**src/rtl/tslot_port.sv**
```systemverilog
module tslot_port #(
  parameter int PCM_W         = 8,
  parameter int ADPCM_W       = 4,
  parameter int MU_FRAME_BITS = 256,
  parameter int A_FRAME_BITS  = 256,
  localparam int MAXF   = (MU_FRAME_BITS > A_FRAME_BITS) ? MU_FRAME_BITS : A_FRAME_BITS,
  localparam int SLOT_W = $clog2(MAXF / ADPCM_W),
  localparam int CW     = $clog2(MAXF) + 1
) (
  input  logic              clk,
  input  logic              rst_n,
  input  logic              fsync,
  input  logic              law_mu,
  input  logic              compress,
  input  logic              hw_mode,
  input  logic              idle,
  input  logic [SLOT_W-1:0] rx_slot,
  input  logic [SLOT_W-1:0] tx_slot,
  input  logic              sdin,
  input  logic [PCM_W-1:0]  tx_word,
  output logic [PCM_W-1:0]  rx_word,
  output logic              rx_valid,
  output logic              sdout,
  output logic              sdout_oe
);
  localparam int PCM_LG = $clog2(PCM_W);
  localparam int ADP_LG = $clog2(ADPCM_W);
  localparam logic [CW-1:0] MU_LEN = CW'(MU_FRAME_BITS);
  localparam logic [CW-1:0] A_LEN  = CW'(A_FRAME_BITS);
  localparam logic [CW-1:0] PCM_WC = CW'(PCM_W);
  localparam logic [CW-1:0] ADP_WC = CW'(ADPCM_W);

  logic [CW-1:0]    pos;
  logic             run;
  logic [CW-1:0]    flen, in_w, out_w, in_cnt, out_cnt;
  logic [CW-1:0]    in_start, out_start, in_off, out_off;
  logic [4:0]       in_lg, out_lg;
  logic             in_win, out_win, tx_load;
  logic [PCM_W-1:0] sh, sh_nxt, txw;
  logic [PCM_LG-1:0] tx_bit;

  assign flen    = law_mu ? MU_LEN : A_LEN;
  assign in_w    = compress ? PCM_WC : ADP_WC;
  assign out_w   = compress ? ADP_WC : PCM_WC;
  assign in_lg   = compress ? 5'(PCM_LG) : 5'(ADP_LG);
  assign out_lg  = compress ? 5'(ADP_LG) : 5'(PCM_LG);
  assign in_cnt  = flen >> in_lg;
  assign out_cnt = flen >> out_lg;

  assign in_start  = hw_mode ? '0 : ((CW'(rx_slot) & (in_cnt - 1'b1)) << in_lg);
  assign out_start = hw_mode ? '0 : ((CW'(tx_slot) & (out_cnt - 1'b1)) << out_lg);

  assign in_off  = pos - in_start;
  assign out_off = pos - out_start;
  assign in_win  = run && !fsync && (pos >= in_start) && (in_off < in_w);
  assign out_win = run && (pos >= out_start) && (out_off < out_w);

  assign sdout_oe = out_win && !idle;
  assign tx_bit   = PCM_LG'(out_w - 1'b1 - out_off);
  assign sdout    = sdout_oe & txw[tx_bit];

  assign tx_load = fsync ? (out_start == '0) : (run && (pos + 1'b1 == out_start));
  assign sh_nxt  = (in_off == '0) ? PCM_W'(sdin) : {sh[PCM_W-2:0], sdin};

  always_ff @(posedge clk or negedge rst_n) begin
    if (!rst_n) begin
      pos      <= '0;
      run      <= 1'b0;
      sh       <= '0;
      txw      <= '0;
      rx_word  <= '0;
      rx_valid <= 1'b0;
    end else begin
      rx_valid <= 1'b0;
      if (fsync) begin
        pos <= '0;
        run <= 1'b1;
      end else if (run) begin
        if (pos == flen - 1'b1) run <= 1'b0;
        else                    pos <= pos + 1'b1;
      end
      if (tx_load) txw <= tx_word;
      if (in_win && !idle) begin
        sh <= sh_nxt;
        if (in_off == in_w - 1'b1) begin
          rx_word  <= sh_nxt;
          rx_valid <= 1'b1;
        end
      end
    end
  end

  AST_SYNC_NO_STROBE: assert property (@(posedge clk) disable iff (!rst_n)
    fsync |=> !rx_valid);
  AST_STROBE_PULSE: assert property (@(posedge clk) disable iff (!rst_n)
    rx_valid |=> !rx_valid);
  AST_HW_SLOT_ZERO: assert property (@(posedge clk) disable iff (!rst_n)
    (hw_mode && sdout_oe) |-> (pos < out_w));
  AST_IDLE_QUIET: assert property (@(posedge clk) disable iff (!rst_n)
    idle |-> !sdout_oe);
  AST_STROBE_IN_FRAME: assert property (@(posedge clk) disable iff (!rst_n)
    rx_valid |-> $past(run));
  AST_OUT_LOW_WHEN_OFF: assert property (@(posedge clk) disable iff (!rst_n)
    !sdout_oe |-> !sdout);
endmodule

```
**config.mk**
```make
export PLATFORM = sky130hd
export DESIGN_NAME = tslot_port
export DESIGN_NICKNAME = d
export VERILOG_FILES = /design/src/rtl/tslot_port.sv
export SDC_FILE = /design/constraint.sdc
export NUM_CORES = 1
export LEC_CHECK = 0
export BUFFER_PORTS_ARGS = -buffer_cell sky130_fd_sc_hd__buf_2
export CAP_MARGIN = 5
export CORE_MARGIN = 2
export CORE_UTILIZATION = 52
export DETAILED_ROUTE_END_ITERATION = 8
export GPL_TIMING_DRIVEN = 0
export HOLD_SLACK_MARGIN = 0.06
export PLACE_DENSITY = 0.77
export SYNTH_ARGS = -nofsm -noshare
export SYNTH_HDL_FRONTEND = slang
export SYNTH_SLANG_ARGS = --single-unit
```
**constraint.sdc**
```tcl
create_clock -name clk -period 6.55 [get_ports clk]
set_clock_uncertainty 0.05 [all_clocks]
set_input_delay 1.965 -clock clk [delete_from_list [all_inputs] [get_ports clk]]
set_output_delay 1.965 -clock clk [all_outputs]
set_load 0.02 [all_outputs]
```
==> Word-level counts from Yosys, hierarchy flattened <==
Index checks and enable logic that the tools add are counted.
{ "op_classes": {"n_addsub": 8, "mul": 0, "n_div": 0, "magnitude_cmp": 5, "eq_ne": 4, "shifts": 4, "mux": 18, "n_bitwise": 3, "n_reduce_logical": 15} }
{ "op_table": {"columns": ["operator", "n"], "rows": [
  ["2-to-1 mux 9 bit", 5],
  ["bitwise AND 6 x 9 -> 9 bit", 2],
  ["== test 9 bit", 2],
  [">= comparator 9 bit", 2],
  ["zero test 9 bit", 2],
  ["< comparator 9 x 4 -> 1 bit", 2],
  ["<< shifter 9 x 2 -> 9 bit", 2],
  ["right shift 9 x 2 -> 9 bit (first input constant)", 2],
  ["subtractor 9 x 1 -> 9 bit (second input constant)", 2],
  ["subtractor 9 bit", 2],
  ["adder 9 x 1 -> 9 bit (second input constant)", 1],
  ["== test 9 x 8 -> 1 bit (second input constant)", 1],
  ["2-to-1 mux 1 bit", 9],
  ["logical AND 1 bit", 8],
  ["2-to-1 mux 4 bit", 2],
  ["2-to-1 mux 8 bit", 1],
  ["subtractor 4 x 1 -> 5 bit (second input constant)", 1],
  ["< comparator 3 x 4 -> 1 bit (second input constant)", 1],
  ["AND reduction 2 bit", 2],
  ["binary-select mux 1 bit (select 3 bit)", 1],
  ["subtractor 3 x 1 -> 3 bit (second input constant)", 1],
  ["subtractor 3 bit", 1],
  ["zero test 1 bit", 2],
  ["!= test 2 bit (second input constant)", 1],
  ["2 further kinds", 2]
]} }
{ "word_totals": {"regBits": 34, "latchBits": 0, "mem_bits_rw": 0, "mem_bits_ro": 0, "out_inout_bits": 11, "elab_cells": 63, "mem_count": 0} }

==> Logic depth before layout (Yosys ltp) <==
Gate-level depths: netlist (run 1).
{ "depth": {"ltp_word": 11, "ltp_mapped": 14, "mapped_depth_nobuf": 11} }

==> Worst setup path after synthesis (run 1) <==
OpenSTA, ideal clock, no wires.
{ "synth_path": {"path_kind": "input to output", "startpoint": "in compress", "endpoint": "out sdout", "arrival_ns": 4.848, "setup_slack_ns": -0.313, "cell_stages": 12, "path_buffers": 2, "path_cell_list": "clkbuf_1 -> buf_2 -> nand3b_1 -> ha_1 -> o21a_1 -> nor2_1 -> ha_1 -> inv_1 -> o22ai_1 -> or4b_2 -> a221o_1 -> nor3_1"} }
{ "synth_between": {"elab_chain_len": 11, "elab_cells_between_ends": 18, "cone_classes": "add/sub: 4; order compare: 2; shift: 2; mux: 5; bitwise: 2; reduce/logical: 3"} }
{ "synth_rtl": {"columns": ["element", "line", "text"], "rows": [
  ["from (decl)", "14", "input logic compress,"],
  ["2-to-1 mux 1 bit", "46", "assign out_lg = compress ? 5'(ADP_LG) : 5'(PCM_LG);"],
  ["right shift 9 x 2 -> 9 bit", "48", "assign out_cnt = flen >> out_lg;"],
  ["subtractor 9 x 1 -> 9 bit", "51", "assign out_start = hw_mode ? '0 : ((CW'(tx_slot) & (out_cnt - 1'b1)) << out_lg);"],
  ["bitwise AND 6 x 9 -> 9 bit", "51", null],
  ["<< shifter 9 x 2 -> 9 bit", "51", null],
  ["2-to-1 mux 9 bit", "51", null],
  ["subtractor 9 bit / >= comparator 9 bit (equally long branches)", "54, 56", null],
  ["subtractor 3 bit (tied with other cells)", "59", "assign tx_bit = PCM_LG'(out_w - 1'b1 - out_off);"],
  ["binary-select mux 1 bit (select 3 bit) / logical AND 1 bit (equally long branches)", "60, 56", null],
  ["2-to-1 mux 1 bit (not written as such) / logical AND 1 bit (equally long branches)", "60, 58", null],
  ["bitwise AND 1 bit *", "60", "assign sdout = sdout_oe & txw[tx_bit];"],
  ["to (decl)", "23", "output logic sdout,"]
]} }
Mark *: on every way between the ends. The rest lies on a longest branch, timed or not. The select of a mux whose other input is x is not followed.

==> Worst setup path after layout (run 1) <==
Ends and elaborated chain as after synthesis.

==> results.yml, run 1 <==
outcome:
  status: "finished, final reports clean"
setup_path:
  slowest_stage: "or4b_4"
  worst-path-stages: 14
  cp_max_fo: 3
  cpMostUsedCell: "buf_8"
  critical_path_required_ns: 4.53
  worstPathArrival_ns: 4.49
  critPathCapture: "sdout"
  reg2reg_slack_ns: 3.07
  critPathCaptureType: "output port"
  crit_type: "input pin to output port"
  r2r_cells: 10
  timing.rr.end: "rx_word[1]"
  max_stage_delay_ns: 0.47
  cp-startpoint: "compress"
  rr_startpoint: "pos[3]"
  crit_chain: "buf_8, buf_8, mux2i_1, or2_4, ha_4, o21a_1, nor2_1, ha_1, inv_2, o22ai_2, or4b_4, a221o_1, nor3_4, buf_6"
  critPathTopFamily: "simple AND/OR/NAND/NOR gates"
  crit_buf_inv: 4
  start_kind: "input pin"
clock_tree:
  htreeDepth: 2
  clk_path_buf_depth: 2
  cts.sinks: 34
  clock_latency_ns: 0.28
  cts_buffers: 5
  cts_hold_buf: 0
  root_buffer: "clkbuf_8"
  tritoncts: "yes"
  path_clk_slew_ns: 0.07
logic_synthesis:
  yosys_warnings: 0
  ys.flop_type: "dfrtp_1"
  syn_inst: 255
  yosys.area.top_type: "dfrtp_1"
  synth-seq-cells: 34
  syn_area_sq_um: 2590
  synthArstFlopShare_pct: 100
  muxShareOfSynthArea_pct: 18.1
  synth_xor_area_share_pct: 5.26
  synth_cell_types: 54
  synth-simple-area-share_pct: 16.9
  synth_top_family_by_area: "multiplexers"
  synth-edff-count: 0
  synth_compound_area_share_pct: 11.2
  netlist.area_leader.share_pct: 32.8
  synthAdderAreaFrac_pct: 11.1
  synth.yosys.seq_area_share_pct: 32.8
  synth_area_leaders: "dfrtp_1, ha_1, mux2_2"
  postSynthAreaPerCell_sq_um: 10.2
finish:
  layout_common_cells: "buf_2, dfrtp_1, ha_1"
  synthToLayoutAreaGrowth_pct: 18.9
  fill_cells: 419
  layout.cells.non_filler: 372
  drive_above_1_share_pct: 31.8
  layout_commonest_cell: "buf_2"
  diodes: 0
  final_net_count: 355
  postLayoutCoreUtil_pct: 64.8
route:
  wl_per_cell_um: 14.2
  routed_via_density: 5.53
  final_antenna_net_count: 0
  drtIter0Drc: 74
  drc: 0
  vias: 2058
  drtPass1Iterations: 4
  wl_um: 5280
placed_design:
  dp_cells: 359
  dp_hpwl_um: 4010
  portBuffers: 36
  pre_cts_slack_ns: -0.318
  gp_congestion: 0.855
die:
  die_h_um: 74.6
  die_area_sq_um: 5570
  core-area_sq_um: 4750
  initial_utilization_pct: 54.5
  ios: 39
  fp.dieW_um: 74.6
  placementRows: 25
sta:
  slew-limit-headroom_pct: 50.2
  finalSetupViolCount: 0
  fin_crit_sh_pct: 99.3
  fmax_mhz: 154
  period_minus_slack_ns: 6.51
  worst_pin_slew_ns: 0.747
  maxSlewViolCount: 0
  setup_slack_ns: 0.0426
  grt_setup_unrepaired: "yes"
  hold_slack_ns: 0.451
  hold_viol: 0
hold_path:
  hold_path_class: "flip-flop to flip-flop"
pwr:
  ir_drop_uv: 112
  finalPower_mw: 0.526
  p_per_area_nw_per_um2: 170
  p_leak_nw: 1.48
grt:
  grt_first_pass_wirelength_um: 8730
  grt_usage_pct: 20.5
  grt_pass1_vias: 1969
  grt_antenna_before_repair: 0
  grt_max_degree: 35
  overflow: 0
run:
  cap_violations: 0
==> power by group <==
group / switching [mW] / total (mW) / internal, mW / leakage (nW)
Sequential: 0.0109 / 0.238 / 0.228 / 0.445
Combinational: 0.0608 / 0.128 / 0.0674 / 0.990
Clock: 0.0742 / 0.159 / 0.0848 / 0.0482
==> per-stage QoR <==
step / TNS, ns / cell area (sq um)
5_1_grt: -0.0374 / 3080
2_1_floorplan: 0 / 2620
3_3_place_gp: -0.486 / 2880
4_1_cts: 0 / 3060
6_report: 0 / 3080
3_5_place_dp: -0.590 / 2880
==> area by class of cell <==
| cell class | instances | area, sq um | area share (%) |
|---|---|---|---|
| Multi-Input combinational cell | 194 | 1690 | 54.7 |
| Clock buffer | 7 | 86.3 | 2.80 |
| Buffer | 11 | 72.6 | 2.35 |
| Clock inverter | 1 | 5.00 | 0.162 |
| Timing Repair Buffer | 41 | 234 | 7.59 |
| Sequential cell | 34 | 851 | 27.6 |
| Tap cell | 67 | 83.8 | 2.72 |
| Inverter | 17 | 63.8 | 2.07 |
==> state kept, by name, summed over array words and instances, names as in the netlist <==
name	flops
rx_valid	1
sh	7
txw	8
pos	9
rx_word	8
run	1
==> worst min-delay path by stage <==
stage | start | end | slack [ns] | cells after the start
2_1_floorplan | sh[0] | sh[0] | 0.42 | 1
3_3_place_gp | sh[2] | sh[2] | 0.43 | 1
3_5_place_dp | sh[4] | sh[4] | 0.44 | 1
4_1_cts | sh[2] | sh[2] | 0.45 | 1
5_1_grt | sh[0] | sh[0] | 0.46 | 1
6_report | sh[5] | sh[5] | 0.45 | 1
==> layer usage <==
layer | up-vias | track usage, % | wire, um
met1 | 984 | 27.0 | 2460
met2 | 47 | 34.8 | 2560
met3 | 11 | 2.81 | 178
li1 | 1016 | - | -
met4 | 0 | 7.14 | 87
met5 | - | 0 | 0
==> synth_stat cells (4+ instances only) <==
cell	number
nor2_1	19
ha_1	23
mux2i_1	15
xnor2_1	8
clkbuf_1	8
or2_2	9
xor2_1	5
mux2_4	7
nor3_1	4
dfrtp_1	34
nand2_1	5
nand3_1	6
a21oi_1	5
mux2_2	15
inv_1	17
nand4_1	4
and2_1	6
o21ai_0	7
==> cells by family after synthesis <==
| group | count (synthesis) |
|---|---|
| adder cells (fa/ha/maj) | 23 |
| flip-flops | 34 |
| XOR/XNOR | 14 |
| other | 1 |
| multiplexers | 39 |
| AO/OA/AOI/OAI | 40 |
| AND/OR/NAND/NOR | 76 |
| buffers and inverters | 28 |
==> what timing repair did <==
action,CTS,global route
endpoints found under the setup margin,2,2
pin swaps,6,6
resized for setup,13,4
setup buffers,3,2
Note: power is estimated with default switching activity, not from simulation.
==> run 2: changes to the inputs <==
--- a/config.mk
+++ b/config.mk
@@ -8,11 +8,12 @@
 export BUFFER_PORTS_ARGS = -buffer_cell sky130_fd_sc_hd__buf_2
 export CAP_MARGIN = 5
 export CORE_MARGIN = 2
-export CORE_UTILIZATION = 52
+export CORE_UTILIZATION = 54
+export CTS_BUF_LIST = sky130_fd_sc_hd__clkbuf_8
 export DETAILED_ROUTE_END_ITERATION = 8
 export GPL_TIMING_DRIVEN = 0
-export HOLD_SLACK_MARGIN = 0.06
-export PLACE_DENSITY = 0.77
+export HOLD_SLACK_MARGIN = 0.12
+export PLACE_DENSITY = 0.79
 export SYNTH_ARGS = -nofsm -noshare
 export SYNTH_HDL_FRONTEND = slang
 export SYNTH_SLANG_ARGS = --single-unit
==> results.yml, run 2 (same netlist as run 1, synthesis figures left out) <==
outcome:
  status: "finished, final reports clean"
setup_path:
  start_kind: "input pin"
  worstPathArrival_ns: 4.49
  cpMostUsedCell: "buf_8"
  critPathTopFamily: "simple AND/OR/NAND/NOR gates"
  slowest_stage: "or4b_4"
  cp_max_fo: 4
  critPathCaptureType: "output port"
  worst-path-stages: 14
  r2r_cells: 10
  crit_type: "input pin to output port"
  crit_chain: "buf_8, buf_8, mux2i_1, or2_4, ha_4, o21a_1, nor2_1, ha_1, inv_2, o22ai_2, or4b_4, a221o_1, nor3_4, buf_6"
  max_stage_delay_ns: 0.47
  critical_path_required_ns: 4.53
  crit_buf_inv: 4
route:
  wl_um: 5410
  routed_via_density: 5.73
  drtPass1Iterations: 4
  drtIter0Drc: 88
  final_antenna_net_count: 0
  wl_per_cell_um: 15.1
  vias: 2051
  drc: 0
placed_design:
  dp_hpwl_um: 4010
  pre_cts_slack_ns: -0.293
  portBuffers: 36
  placedInstanceArea_sq_um: 2870
  gp_congestion: 0.875
grt:
  grt_first_pass_wirelength_um: 8910
  grt_usage_pct: 21.4
  overflow: 0
  grt_max_degree: 35
  grt_antenna_before_repair: 0
  grt_pass1_vias: 1959
pwr:
  ir_drop_uv: 170
  p_per_area_nw_per_um2: 174
  p_leak_nw: 1.48
sta:
  hold_viol: 0
  slew-limit-headroom_pct: 48.8
  period_minus_slack_ns: 6.51
  finalSetupViolCount: 0
  grt_setup_unrepaired: "yes"
  maxSlewViolCount: 0
  worst_pin_slew_ns: 0.768
  setup_slack_ns: 0.0429
  fmax_mhz: 154
  fin_crit_sh_pct: 99.3
finish:
  largest_register_ffs: 9
  final_area_sq_um: 3070
  final_net_count: 354
  diodes: 0
  ff_latch_area_sq_um: 851
  drive_above_1_share_pct: 31.9
  largestRegisters: "pos: 9 flops, rx_word: 8 flops, txw: 8 flops"
  fill_cells: 370
  synthToLayoutAreaGrowth_pct: 18.5
  multi_input_area_sq_um: 1690
  layout_common_cells: "buf_2, dfrtp_1, ha_1"
  top_register: "pos"
die:
  fp.dieW_um: 73.3
  core-area_sq_um: 4660
  die_area_sq_um: 5370
  initial_utilization_pct: 55.6
  placementRows: 25
  die_h_um: 73.3
  ios: 39
clock_tree:
  cts.sinks: 34
  path_clk_slew_ns: 0.07
  clk_path_buf_depth: 2
  root_buffer: "clkbuf_8"
  cts_buffers: 5
  tritoncts: "yes"
  clock_latency_ns: 0.29
  cts_hold_buf: 0
  htreeDepth: 2
hold_path:
  min_path_cells: 1
  hold_path_class: "flip-flop to flip-flop"
run:
  cap_violations: 0
-- run 2: final timing paths --
path | endpoint | slack, ns | from
worst max-delay path | sdout | 0.04 | compress
worst min-delay path | sh[0] | 0.45 | sh[0]
min in group asynchronous | rx_word[3] | 1.69 | rst_n
max in group asynchronous | txw[6] | 4.27 | rst_n
worst min register to register | sh[0] | 0.45 | sh[0]
worst max register to register | rx_word[0] | 3.10 | pos[3]
-- run 2: what timing repair did --
action / 4_1_cts / 5_1_grt
buffers inserted: 4 / 0
resized for setup: 13 / 6
setup endpoints to repair: 2 / 2
cloned: 0 / 0
pin swaps: 8 / 4
-- run 2: final cells by class --
class | count | share of cell area, %
multi-input combinational | 194 | 54.9
clock buffer | 6 | 2.69
clock inverter | 2 | 0.529
timing repair buffer | 40 | 7.57
buffer | 11 | 2.36
inverter | 17 | 2.08
tap | 54 | 2.20
sequential | 34 | 27.7
-- run 2: where the power goes --
| group | switching [mW] | leakage, nW | internal, mW |
|---|---|---|---|
| Combinational | 0.0612 | 0.987 | 0.0665 |
| Clock | 0.0834 | 0.0478 | 0.0865 |
| Sequential | 0.0108 | 0.445 | 0.227 |
| Total | 0.155 | 1.48 | 0.380 |
-- run 2: metrics by stage --
| stage | instances | TNS [ns] | total power, mW | hold slack (ns) | util (%) |
|---|---|---|---|---|---|
| after floorplan | 256 | 0 | 0.328 | 0.420 | - |
| after global placement | 346 | -0.480 | 0.355 | 0.429 | 61.5 |
| after detailed placement | 346 | -0.545 | 0.360 | 0.435 | 61.5 |
| after CTS | 358 | -0.0163 | 0.537 | 0.453 | 65.6 |
| after global routing | 358 | -0.0649 | 0.565 | 0.458 | 65.9 |
| final | 358 | 0 | 0.536 | 0.450 | 65.9 |
-- run 2: layer usage --
| metal | GRT usage [%] | routed length, um | vias to the layer above |
|---|---|---|---|
| met2 | 36.1 | 2520 | 52 |
| met5 | 0 | 0 | - |
| met4 | 5.05 | 47 | 0 |
| met3 | 4.94 | 258 | 7 |
| li1 | - | - | 1019 |
| met1 | 28.0 | 2580 | 973 |
==> run 3: changes to the inputs <==
==> constraint.sdc (replaced) <==
create_clock -name clk -period 6.55 [get_ports clk]
set_clock_uncertainty 0.05 [all_clocks]
set_input_delay 0.655 -clock clk [delete_from_list [all_inputs] [get_ports clk]]
set_output_delay 0.655 -clock clk [all_outputs]
set_load 0.02 [all_outputs]
==> results.yml, run 3 (same netlist as run 1, synthesis figures left out) <==
setup_path:
  worstPathArrival_ns: 3.73
  r2r_cells: 10
  start_kind: "input pin"
  timing.rr.end: "rx_word[4]"
  crit_chain: "buf_2, clkbuf_1, buf_2, nand3b_1, ha_1, o21a_1, nor2_1, ha_1, inv_1, o22ai_1, or4b_2, a221o_1, nor3_1, buf_2"
  cp_max_fo: 10
  critical_path_required_ns: 5.84
  reg2reg_slack_ns: 3.11
  max_stage_delay_ns: 0.60
  critPathCaptureType: "output port"
  cpMostUsedCell: "buf_2"
  slowest_stage: "or4b_2"
  rr_startpoint: "pos[3]"
  crit_type: "input pin to output port"
pwr:
  seqPwrFrac_pct: 46.0
  power.internal_mw: 0.370
  p_comb_share_pct: 22.4
  switching_share_pct: 28.5
  p_per_area_nw_per_um2: 176
  ir_drop_uv: 142
  clockPowerShare_pct: 31.7
  p_leak_nw: 1.44
  net-switching-power_mw: 0.147
finish:
  drive_above_1_share_pct: 28.0
  top_register: "pos"
  largestRegisters: "pos: 9 flops, rx_word: 8 flops, txw: 8 flops"
  fill_cells: 398
  final_net_count: 350
  layout_common_cells: "buf_2, dfrtp_1, ha_1"
  synthToLayoutAreaGrowth_pct: 13.2
  largest_register_ffs: 9
  layout_commonest_cell: "buf_2"
  diodes: 0
route:
  vias: 2052
  final_antenna_net_count: 0
  drc: 0
  wl_um: 5270
  wl_per_cell_um: 14.9
  drtIter0Drc: 128
  drtPass1Iterations: 4
  routed_via_density: 5.80
grt:
  grt_antenna_before_repair: 0
  overflow: 0
  grt_first_pass_wirelength_um: 9070
  grt_pass1_vias: 2036
  grt_max_degree: 35
  grt_usage_pct: 21.6
sta:
  finalSetupTns_ns: 0
  period_minus_slack_ns: 4.43
  slew-limit-headroom_pct: 49.1
  fin_crit_sh_pct: 67.7
  grt_setup_unrepaired: "no"
  fmax_mhz: 226
  worst_pin_slew_ns: 0.764
  finalSetupViolCount: 0
  maxSlewViolCount: 0
  hold_viol: 0
  hold_slack_ns: 0.375
clock_tree:
  cts_hold_buf: 0
  clk_path_buf_depth: 2
  cts_setup_buffers: 0
  cts.sinks: 34
  path_clk_slew_ns: 0.08
  clock_latency_ns: 0.29
  cts_resized: 0
  cts_buffers: 5
  tritoncts: "yes"
  root_buffer: "clkbuf_8"
  htreeDepth: 2
die:
  die_h_um: 73.3
  placementRows: 25
  initial_utilization_pct: 55.6
  fp.dieW_um: 73.3
  ios: 39
  core-area_sq_um: 4660
  die_area_sq_um: 5370
hold_path:
  hold_path_class: "input pin to async pin"
outcome:
  status: "finished, final reports clean"
run:
  cap_violations: 0
placed_design:
  gp_congestion: 0.868
  portBuffers: 36
  dp_hpwl_um: 4040
-- run 3: power by group through the flow --
stage,clock (mW),sequential [mW],combinational (mW)
after floorplan,0,0.238,0.0859
after global placement,0,0.241,0.111
after detailed placement,0,0.242,0.116
after CTS,0.167,0.238,0.116
after global routing,0.176,0.240,0.131
final,0.164,0.238,0.116
-- run 3: per-layer routing --
metal	routed length (um)	part of all wire, %	up-vias	global-route usage, %
met5	0	0	-	0
met1	2620	50	996	29.0
met2	2440	46	41	36.0
met4	63	1.2	0	7.47
li1	-	-	1008	-
met3	146	2.8	7	2.61
-- run 3: through the flow --
| stage | cells | cell area [sq um] | util, % | power (mW) | worst slack [ns] |
|---|---|---|---|---|---|
| 2_1_floorplan | 256 | 2600 | - | 0.324 | 2.31 |
| 3_3_place_gp | 346 | 2840 | 61.0 | 0.353 | 1.96 |
| 3_5_place_dp | 346 | 2840 | 61.0 | 0.358 | 1.97 |
| 4_1_cts | 354 | 2940 | 63.0 | 0.521 | 2.09 |
| 5_1_grt | 354 | 2940 | 63.0 | 0.547 | 1.81 |
| 6_report | 354 | 2940 | 63.0 | 0.518 | 2.12 |
-- run 3: layout make-up --
| cell class | instances | area, sq um | share of cell area [%] |
|---|---|---|---|
| multi-input cells | 194 | 1630 | 55.5 |
| repair buffers | 36 | 180 | 6.14 |
| well taps | 54 | 67.6 | 2.30 |
| clock inverters | 2 | 8.76 | 0.298 |
| clock buffers | 6 | 82.6 | 2.81 |
| plain buffers | 11 | 51.3 | 1.75 |
| inverters | 17 | 63.8 | 2.17 |
| flip-flops and latches | 34 | 851 | 29.0 |
-- run 3: critical path, delay by kind of cell --
| kind | cells | cell delay [ns] |
|---|---|---|
| AND/OR/NAND/NOR | 4 | 1.06 |
| AO/OA/AOI/OAI | 3 | 0.55 |
| buffers and inverters | 5 | 0.87 |
| adder cells (fa/ha/maj) | 2 | 0.58 |
-- run 3: worst max-delay path by stage --
stage                       to  slack [ns]  cells past startpoint  startpoint
CTS                      sdout        2.09                     14    compress
global placement    rx_word[2]        1.96                     15    compress
floorplan                sdout        2.31                     12    compress
global route             sdout        1.81                     14    compress
finish                   sdout        2.12                     14    compress
detailed placement  rx_word[2]        1.97                     15    compress
